**config.mk**
```make
export PLATFORM = sky130hd
export DESIGN_NAME = ssp_port
export DESIGN_NICKNAME = d
export VERILOG_FILES = /design/src/rtl/ssp_pkg.sv /design/src/rtl/ssp_sync.sv /design/src/rtl/ssp_cmd_decode.sv /design/src/rtl/ssp_regfile.sv /design/src/rtl/ssp_port.sv
export SDC_FILE = /design/constraint.sdc
export NUM_CORES = 1
export LEC_CHECK = 0
export BUFFER_PORTS_ARGS = -buffer_cell sky130_fd_sc_hd__buf_2
export CORE_MARGIN = 2
export CORE_UTILIZATION = 30
export DETAILED_ROUTE_END_ITERATION = 8
export GPL_ROUTABILITY_DRIVEN = 1
export PLACE_DENSITY = 0.45
export SETUP_SLACK_MARGIN = 0.15
export SYNTH_ARGS = -nofsm -noshare
export SYNTH_HDL_FRONTEND = slang
export SYNTH_HIERARCHICAL = 1
export SYNTH_SLANG_ARGS = --single-unit
```
**constraint.sdc**
```tcl
create_clock -name clk_i -period 3.8 [get_ports clk_i]
set_input_delay 0.38 -clock clk_i [delete_from_list [all_inputs] [get_ports clk_i]]
set_output_delay 0.38 -clock clk_i [all_outputs]
set_load 0.01 [all_outputs]
```
**src/rtl/ssp_pkg.sv**
```systemverilog
package ssp_pkg;
  typedef enum logic [2:0] {
    SEL_NONE  = 3'd0,
    SEL_CFG   = 3'd1,
    SEL_GAIN  = 3'd2,
    SEL_OFFS  = 3'd3,
    SEL_CONV  = 3'd4,
    SEL_SETUP = 3'd5
  } reg_sel_e;

  typedef struct packed {
    logic     valid;
    logic     rd;
    reg_sel_e sel;
  } cmd_t;

  // Setup frame word order: offset, gain, configuration
  function automatic reg_sel_e setup_word_sel(input logic [1:0] idx);
    case (idx)
      2'd0:    return SEL_OFFS;
      2'd1:    return SEL_GAIN;
      default: return SEL_CFG;
    endcase
  endfunction
endpackage

```
**src/rtl/ssp_sync.sv**
```systemverilog
module ssp_sync #(
  parameter int unsigned     W       = 1,
  parameter int unsigned     STAGES  = 2,
  parameter logic [W-1:0]    RST_VAL = '0
) (
  input  logic         clk_i,
  input  logic         rst_ni,
  input  logic [W-1:0] d_i,
  output logic [W-1:0] q_o
);
  logic [W-1:0] st_q [STAGES];

  for (genvar g = 0; g < STAGES; g++) begin : g_stage
    if (g == 0) begin : g_first
      always_ff @(posedge clk_i or negedge rst_ni)
        if (!rst_ni) st_q[g] <= RST_VAL;
        else         st_q[g] <= d_i;
    end else begin : g_next
      always_ff @(posedge clk_i or negedge rst_ni)
        if (!rst_ni) st_q[g] <= RST_VAL;
        else         st_q[g] <= st_q[g-1];
    end
  end

  assign q_o = st_q[STAGES-1];
endmodule

```
**src/rtl/ssp_cmd_decode.sv**
```systemverilog
module ssp_cmd_decode
  import ssp_pkg::*;
#(
  parameter int unsigned CMD_W = 8
) (
  input  logic [CMD_W-1:0] cmd_i,
  output cmd_t             cmd_o
);
  localparam int unsigned PAD_W = CMD_W - 4;

  logic     rd;
  reg_sel_e sel;
  logic     pad_ok;

  assign rd     = cmd_i[CMD_W-1];
  assign sel    = reg_sel_e'(cmd_i[2:0]);
  assign pad_ok = (cmd_i[CMD_W-2:3] == PAD_W'(0));

  always_comb begin
    cmd_o.rd  = rd;
    cmd_o.sel = sel;
    unique case (sel)
      SEL_CFG, SEL_GAIN, SEL_OFFS, SEL_CONV: cmd_o.valid = pad_ok;
      SEL_SETUP:                             cmd_o.valid = pad_ok && !rd;
      default:                               cmd_o.valid = 1'b0;
    endcase
  end
endmodule

```
**src/rtl/ssp_regfile.sv**
```systemverilog
module ssp_regfile
  import ssp_pkg::*;
#(
  parameter int unsigned DATA_W = 24
) (
  input  logic              clk_i,
  input  logic              rst_ni,
  input  logic              we_i,
  input  reg_sel_e          wsel_i,
  input  logic [DATA_W-1:0] wdata_i,
  input  logic              conv_ld_i,
  input  logic [DATA_W-1:0] conv_i,
  input  reg_sel_e          rsel_i,
  output logic [DATA_W-1:0] rdata_o,
  output logic [DATA_W-1:0] cfg_o,
  output logic [DATA_W-1:0] gain_o,
  output logic [DATA_W-1:0] offs_o,
  output logic [DATA_W-1:0] conv_o
);
  logic [DATA_W-1:0] cfg_q, gain_q, offs_q, conv_q;

  always_ff @(posedge clk_i or negedge rst_ni) begin
    if (!rst_ni) begin
      cfg_q  <= '0;
      gain_q <= '0;
      offs_q <= '0;
    end else if (we_i) begin
      case (wsel_i)
        SEL_CFG:  cfg_q  <= wdata_i;
        SEL_GAIN: gain_q <= wdata_i;
        SEL_OFFS: offs_q <= wdata_i;
        default:  ;  // conversion result is read-only
      endcase
    end
  end

  always_ff @(posedge clk_i or negedge rst_ni)
    if (!rst_ni)        conv_q <= '0;
    else if (conv_ld_i) conv_q <= conv_i;

  always_comb begin
    case (rsel_i)
      SEL_CFG:  rdata_o = cfg_q;
      SEL_GAIN: rdata_o = gain_q;
      SEL_OFFS: rdata_o = offs_q;
      SEL_CONV: rdata_o = conv_q;
      default:  rdata_o = '0;
    endcase
  end

  assign cfg_o  = cfg_q;
  assign gain_o = gain_q;
  assign offs_o = offs_q;
  assign conv_o = conv_q;
endmodule

```
**src/rtl/ssp_port.sv**
```systemverilog
module ssp_port
  import ssp_pkg::*;
#(
  parameter int unsigned DATA_W      = 24,
  parameter int unsigned CMD_W       = 8,
  parameter int unsigned SETUP_WORDS = 3,
  parameter int unsigned SYNC_STAGES = 2
) (
  input  logic              clk_i,
  input  logic              rst_ni,
  input  logic              cs_ni,
  input  logic              sclk_i,
  input  logic              sdi_i,
  output logic              sdo_o,
  output logic              sdo_oe_o,
  input  logic              conv_load_i,
  input  logic [DATA_W-1:0] conv_data_i,
  output logic [DATA_W-1:0] cfg_o,
  output logic [DATA_W-1:0] gain_o,
  output logic [DATA_W-1:0] offset_o
);
  localparam int unsigned MAX_W = (DATA_W > CMD_W) ? DATA_W : CMD_W;
  localparam int unsigned CNT_W = $clog2(MAX_W);
  localparam int unsigned WRD_W = 2;
  localparam logic [CNT_W-1:0] LAST_CMD = CNT_W'(CMD_W - 1);
  localparam logic [CNT_W-1:0] LAST_DAT = CNT_W'(DATA_W - 1);

  // pin synchronizer: {cs_n, sclk, sdi}
  logic [2:0] pins_s;
  logic       cs_s_n, sclk_s, sdi_s;

  ssp_sync #(.W(3), .STAGES(SYNC_STAGES), .RST_VAL(3'b100)) u_sync (
    .clk_i  (clk_i),
    .rst_ni (rst_ni),
    .d_i    ({cs_ni, sclk_i, sdi_i}),
    .q_o    (pins_s)
  );
  assign {cs_s_n, sclk_s, sdi_s} = pins_s;

  logic sclk_prev_q;
  logic rise_evt, fall_evt;

  always_ff @(posedge clk_i or negedge rst_ni)
    if (!rst_ni) sclk_prev_q <= 1'b0;
    else         sclk_prev_q <= sclk_s;

  assign rise_evt = !cs_s_n &&  sclk_s && !sclk_prev_q;
  assign fall_evt = !cs_s_n && !sclk_s &&  sclk_prev_q;

  // sequencer state
  logic              in_data_q;
  logic [CNT_W-1:0]  bit_cnt_q;
  logic [WRD_W-1:0]  word_cnt_q;
  cmd_t              cmd_q;
  logic [MAX_W-1:0]  rx_q;
  logic [MAX_W-1:0]  rx_next;
  logic [DATA_W-1:0] tx_q;
  logic              sdo_q;

  assign rx_next = {rx_q[MAX_W-2:0], sdi_s};

  cmd_t dec;
  ssp_cmd_decode #(.CMD_W(CMD_W)) u_dec (
    .cmd_i (rx_next[CMD_W-1:0]),
    .cmd_o (dec)
  );

  logic              is_setup;
  logic [WRD_W-1:0]  last_word;
  logic              word_done;
  logic              rf_we;
  reg_sel_e          rf_wsel;
  logic [DATA_W-1:0] rf_rdata;
  logic [DATA_W-1:0] conv_q;

  assign is_setup  = (cmd_q.sel == SEL_SETUP);
  assign last_word = is_setup ? WRD_W'(SETUP_WORDS - 1) : '0;
  assign word_done = rise_evt && in_data_q && (bit_cnt_q == LAST_DAT);
  assign rf_we     = word_done && !cmd_q.rd;
  assign rf_wsel   = is_setup ? setup_word_sel(word_cnt_q) : cmd_q.sel;

  ssp_regfile #(.DATA_W(DATA_W)) u_rf (
    .clk_i     (clk_i),
    .rst_ni    (rst_ni),
    .we_i      (rf_we),
    .wsel_i    (rf_wsel),
    .wdata_i   (rx_next[DATA_W-1:0]),
    .conv_ld_i (conv_load_i),
    .conv_i    (conv_data_i),
    .rsel_i    (dec.sel),
    .rdata_o   (rf_rdata),
    .cfg_o     (cfg_o),
    .gain_o    (gain_o),
    .offs_o    (offset_o),
    .conv_o    (conv_q)
  );

  always_ff @(posedge clk_i or negedge rst_ni) begin
    if (!rst_ni) begin
      in_data_q  <= 1'b0;
      bit_cnt_q  <= '0;
      word_cnt_q <= '0;
      cmd_q      <= '0;
      rx_q       <= '0;
      tx_q       <= '0;
    end else if (cs_s_n) begin
      // abort: partial words are never committed
      in_data_q  <= 1'b0;
      bit_cnt_q  <= '0;
      word_cnt_q <= '0;
    end else if (rise_evt) begin
      rx_q <= rx_next;
      if (!in_data_q) begin
        if (bit_cnt_q == LAST_CMD) begin
          bit_cnt_q <= '0;
          if (dec.valid) begin
            in_data_q  <= 1'b1;
            cmd_q      <= dec;
            word_cnt_q <= '0;
            tx_q       <= rf_rdata;
          end
        end else begin
          bit_cnt_q <= bit_cnt_q + 1'b1;
        end
      end else if (bit_cnt_q == LAST_DAT) begin
        bit_cnt_q <= '0;
        if (word_cnt_q == last_word) in_data_q  <= 1'b0;
        else                         word_cnt_q <= word_cnt_q + 1'b1;
      end else begin
        bit_cnt_q <= bit_cnt_q + 1'b1;
      end
    end else if (fall_evt && in_data_q && cmd_q.rd) begin
      tx_q <= {tx_q[DATA_W-2:0], 1'b0};
    end
  end

  always_ff @(posedge clk_i or negedge rst_ni)
    if (!rst_ni)       sdo_q <= 1'b0;
    else if (fall_evt) sdo_q <= (in_data_q && cmd_q.rd) ? tx_q[DATA_W-1] : 1'b0;

  assign sdo_o    = sdo_q;
  assign sdo_oe_o = !cs_s_n;
endmodule

```
# --- After elaboration in Yosys (flattened, before gate mapping) ---
# Index checks and enable logic that the tools add are counted.
op_classes:
  addsub: 2
  mux: 30
  bitwise: 2
  eq_ne: 18
  n_reduce_logical: 30
ops:
  columns: ["operator", "count"]
  rows:
  - ["24-bit two-way mux", 5]
  - ["24-bit one-hot mux with 4 select lines", 1]
  - ["5-bit two-way mux", 5]
  - ["2-bit two-way mux", 8]
  - ["5-bit AND reduction", 3]
  - ["3-bit by 2-bit equality test with 1-bit output, second input constant", 4]
  - ["1-bit logical AND", 11]
  - ["3-bit equality test, second input constant", 3]
  - ["1-bit two-way mux", 8]
  - ["2-bit AND reduction", 4]
  - ["3-bit by 1-bit equality test with 1-bit output, second input constant", 2]
  - ["3-bit nonzero test", 2]
  - ["5-bit by 1-bit adder with 5-bit output, second input constant", 1]
  - ["5-bit by 3-bit equality test with 1-bit output, second input constant", 1]
  - ["5-bit equality test, second input constant", 1]
  - ["1-bit logical NOT", 5]
  - ["4-bit logical NOT", 1]
  - ["2-bit by 1-bit inequality test with 1-bit output, second input constant", 2]
  - ["2-bit one-hot mux with 2 select lines", 1]
  - ["2-bit nonzero test", 2]
  - ["4-bit OR reduction", 1]
  - ["3-bit two-way mux", 1]
  - ["3-bit by 1-bit inequality test with 1-bit output, second input constant", 1]
  - ["3-bit by 2-bit inequality test with 1-bit output, second input constant", 1]
  - ["other kinds (7)", 8]
word_totals:
  out_inout_bits: 74
  input_bits: 30
  reg_bits: 163
  wordCells: 97

# --- Depth between registers and ports, before layout ---
logic_depth:
  word_depth: 8
  mapped_depth: 8

# --- By module ---
# Netlist, hierarchy kept.
by_module_without_submodules:
  columns: ["module", "cells_per_inst", "area_each_um2", "n_inst"]
  rows:
  - ["ssp_regfile", 322, 4534.3, 1]
  - ["ssp_port", 238, 2822.7, 1]
  - ["ssp_sync", 9, 175.2, 1]
  - ["ssp_cmd_decode", 8, 57.6, 1]

# --- Worst setup path before layout ---
# Ideal clock, no wire load.
synth_timing:
  kind: "reg-to-reg"
  from: "register u_sync.st_q, in the netlist u_sync/q_o[2]"
  to: "register u_rf.gain_q[13], in the netlist u_rf/gain_o[13]"
  setup_time_ps: 125
  arrival_ps: 2189
  path_slack_ps: 1486
  required_ps: 3675
  path_buffers: 3
  path_stages_with_launch: 9
  path_cell_list: "dfstp_2 -> buf_4 -> nor3b_2 -> or3b_1 -> nor3_1 -> and4bb_1 -> buf_6 -> buf_6 -> mux2_2"
synth_via:
  elab_chain_len: 7
synth_rtl:
  columns: ["item", "line", "text"]
  rows:
  - ["from (decl)", "ssp_sync.sv:11", "logic [W-1:0] st_q [STAGES];"]
  - ["from (signal, indexed assignment)", "ssp_sync.sv:21", "else st_q[g] <= st_q[g-1];"]
  - ["1-bit logical NOT", "ssp_port.sv:47", "assign rise_evt = !cs_s_n && sclk_s && !sclk_prev_q;"]
  - ["1-bit logical AND (2 in a row)", "ssp_port.sv:47", null]
  - ["1-bit logical AND (2 in a row)", "ssp_port.sv:78", "assign word_done = rise_evt && in_data_q && (bit_cnt_q == LAST_DAT);"]
  - ["1-bit logical AND", "ssp_port.sv:79", "assign rf_we = word_done && !cmd_q.rd;"]
  - ["named net rf_we", "ssp_port.sv:71", "logic rf_we;"]
  - ["2-bit AND reduction (no source line)", null, null]
  - ["to (signal assigned)", "ssp_regfile.sv:30", "SEL_GAIN: gain_q <= wdata_i;"]
  - ["to (decl)", "ssp_regfile.sv:20", "logic [DATA_W-1:0] cfg_q, gain_q, offs_q, conv_q;"]
# The timed path passes the listed nets, and every way through them passes these cells.
# A chain may end at the register's enable or synchronous reset.

==> run summary <==
Placeable Area -> 25000 sq um
Post-synth EDFFs -> 0
Synth cell types -> 51
Vias in the first global route -> 5282
Fill cell count -> 2497
Comb pwr share -> 9.6%
CTS sink count -> 163
Top Ports -> 104
Worst slew pin tran -> 931 ps
Synth-to-layout area growth -> 18.0%
R2R depth -> 6
Share of post-route cells with drive strength above 1 -> 40.4%
Die Y -> 163 um
IO Port Bufs -> 103
Worst rel slew slack -> 37.9%
RSZ-0062 raised after global routing -> no
Sequential Power Share -> 46.3%
Rows -> 58
CTS Root Cell -> clkbuf_16
CP delay by family, top -> compound AO/OA/AOI/OAI gates
Syn_area_per_cell -> 13.2 sq um
Crit end category -> flop
Mapped Area -> 7590 sq um
Pint -> 3.01 mW
Worst skew pair latency -> 420 ps
Simple-gate portion of the synthesized area -> 8.72%
Xor and xnor fraction of the mapped netlist area -> 0.346%
Achievable clock frequency -> 0.347 GHz
Largest family of logic cells by synthesized area -> multiplexers
DR WL/cell -> 19.5 um
Worst reg-to-reg setup slack -> 910 ps
Fin crit period -> 2890 ps
Initial core utilization -> 30.3%
Total CTS buffers -> 17
Ys async rst share -> 100%
Fin crit share -> 75.9%
Sw Share -> 26.6%
Reg2Reg Launch Point -> u_sync/q_o[0]
Synthesis Warnings -> 6
ANT nets after route -> 0
Ys flop type -> dfrtp_1
Drt drc -> 0
Worst Path Arrival -> 3190 ps
CTS tree -> yes
Die ar. -> 26600 sq um
First drt pass iteration count -> 4
H-tree level count -> 4
Largest net degree at the start of global routing -> 92
Status -> finished clean
Nature of the critical path startpoint -> flop
Routed wire length -> 19.6 mm
Mux contribution to synthesized area -> 24.5%
Crit-path max cell delay -> 710 ps
Max VDD drop -> 0.265 mV
Post-CTS Setup Repair Bufs -> 0
Clock skew -> 12.8 ps
Clock share of power -> 44.1%
CP required -> 4110 ps
GRT Util Overall -> 15.3%
Crit-path max FO -> 24
Endpoints failing setup -> 0
Initial DRC count -> 303
Final std cells w/o fill -> 1005
Net Sw Power -> 1.09 mW
Sequential fraction of the synthesis area -> 53.8%
Post-synthesis compound-gate area fraction -> 7.55%
Buffers & Inverters on Critical Path -> 0
Adder-cell area share of the yosys netlist -> 0.659%
Max Root-Sink Buffers -> 2
Final nets -> 696
Max_cap viols -> 0
CP max-delay cell -> dfrtp_1
Setup CP Type -> reg -> reg
Post-CTS Hold Buffers -> 0
Hold/Removal Path Class -> in -> async
Final hold violation count -> 0
Final Wtd Congestion -> 0.754
Synthesized flop and latch total -> 163
# diodes -> 0
Placed cell count -> 973
Global route overflow -> 0
P per Cell Area -> 459 nW/um^2
Clock-pin slew on the worst setup and hold paths -> 70 ps
Post-CTS resize count -> 0
Initial antenna violation count -> 0
Reg-to-reg endpoint -> tx_q[0]
First-pass GRT wire length -> 31.2 mm
Routed vias/inst -> 5.00
Final Max Slew Viols -> 0
CP cell instances -> a21o_1, a211oi_1, nor4b_2, a21oi_2, or2_4, a22o_1
Lkg Pwr -> 4.25 nW
Final setup TNS -> 0 ps
Detail Placement HPWL -> 12.7 mm
Synth Instances -> 577
Die Span X -> 163 um
Syn_nets -> 611
Routed vias -> 5028
cells in the mapped netlist, types with 2 or more instances:
cell       count  area (sq um)
mux2_1        10           113
nor2_1         2          7.51
mux2_4         2          30.0
nand4bb_1      5          56.3
dfstp_2        2          52.6
and4b_1        2          20.0
mux2_2       111          1250
clkbuf_1      15          56.3
buf_4         12          90.1
and4bb_1       2          25.0
nand3_1        2          10.0
nor2b_1        3          18.8
or4bb_1       19           214
nor3b_2        2          25.0
nand2_1       34           128
ha_1           4          50.1
nor3_1         2          10.0
o21ai_0       29           145
buf_2         15          75.1
o21ai_1       23           115
dfrtp_1      161          4030
a21oi_1        5          25.0
nand3b_1       3          22.5
buf_6          8          90.1
o221ai_1      24           210
inv_1          6          22.5
a21o_1         3          22.5
mux2i_1       47           470
xor2_1         2          17.5
layer usage:
| layer | global-route usage (%) | up-vias | wire, um |
|---|---|---|---|
| met5 | 0 | - | 0 |
| met3 | 3.61 | 13 | 1160 |
| met2 | 23.0 | 122 | 8870 |
| met4 | 4.47 | 0 | 302 |
| met1 | 21.8 | 2606 | 9230 |
| li1 | - | 2287 | - |
worst register-to-register path, cell delays in order, from the launching register on:
cell,delay (ps)
dfrtp_1,710
a21o_1,320
a211oi_1,440
nor4b_2,320
a21oi_2,280
or2_4,430
a22o_1,270
power groups by stage:
stage,sequential (mW),combinational (mW),clock [mW]
4_1_cts,1.90,0.405,1.87
2_1_floorplan,1.89,0.290,0
3_5_place_dp,1.93,0.404,0
3_3_place_gp,1.93,0.401,0
6_report,1.90,0.396,1.81
5_1_grt,1.92,0.438,1.95
cells by family (layout without fill, tap and decap cells):
logic type               count (synthesis)  after routing
adder cells (fa/ha/maj)                  4              4
AND/OR/NAND/NOR                         90             90
multiplexers                           170            170
XOR/XNOR                                 3              3
buffers and inverters                   56            154
AO/OA/AOI/OAI                           91             91
flip-flops                             163            163
flip-flops by register name (all words and copies together), names as in the netlist:
signal and cells:
cmd_q 4, u_sync/st_q 3, bit_cnt_q 5, u_rf/gain_o 24
u_rf/conv_o 24, word_cnt_q 2, in_data_q 1, u_rf/offs_o 24
sdo_o 1, u_rf/cfg_o 24, sclk_prev_q 1, rx_q 23
tx_q 24, u_sync/q_o 3
layout by cell type, fill, tap and decap left out, drive strengths merged, types with 3 or more instances in the layout:
cell,count
dfrtp,161
mux2,123
buf,116
o21ai,52
mux2i,47
nand2,34
o221ai,24
or4bb,19
clkbuf,17
inv,13
nand4bb,5
a21oi,5
ha,4
clkinv,4
nand3b,3
nor2b,3
a21o,3
bufinv,3
nor2,3
metrics by stage:
stage / hold WS, ps / cell area [sq um] / power [mW] / utilization, % / setup WS [ps]
final: 56.2 / 8950 / 4.11 / 35.8 / 915
after global routing: 35.7 / 8950 / 4.30 / 35.8 / 678
after CTS: 39.8 / 8950 / 4.18 / 35.8 / 827
after detailed placement: 337 / 8340 / 2.34 / 33.3 / 852
after global placement: 348 / 8340 / 2.33 / 33.3 / 956
after floorplan: 84.4 / 7590 / 2.18 / - / 1490
cell type report:
| type | count | area (sq um) | area share [%] |
|---|---|---|---|
| clock buffers | 17 | 425 | 4.75 |
| clock inverters | 15 | 191 | 2.14 |
| flip-flops and latches | 163 | 4080 | 45.6 |
| repair buffers | 116 | 632 | 7.06 |
| well taps | 330 | 413 | 4.61 |
| inverters | 6 | 22.5 | 0.252 |
| multi-input cells | 358 | 3180 | 35.6 |
how the worst max path moves through the flow:
stage | from | end | cells after the start
after floorplan | u_sync/q_o[2] | u_rf/gain_o[13] | 8
after global placement | u_sync/q_o[0] | tx_q[0] | 6
after detailed placement | u_sync/q_o[0] | tx_q[3] | 6
after CTS | u_sync/q_o[0] | tx_q[0] | 6
after global routing | u_sync/q_o[0] | tx_q[23] | 6
final | u_sync/q_o[0] | tx_q[0] | 6
No activity file was read; power rests on OpenSTA's default activity.
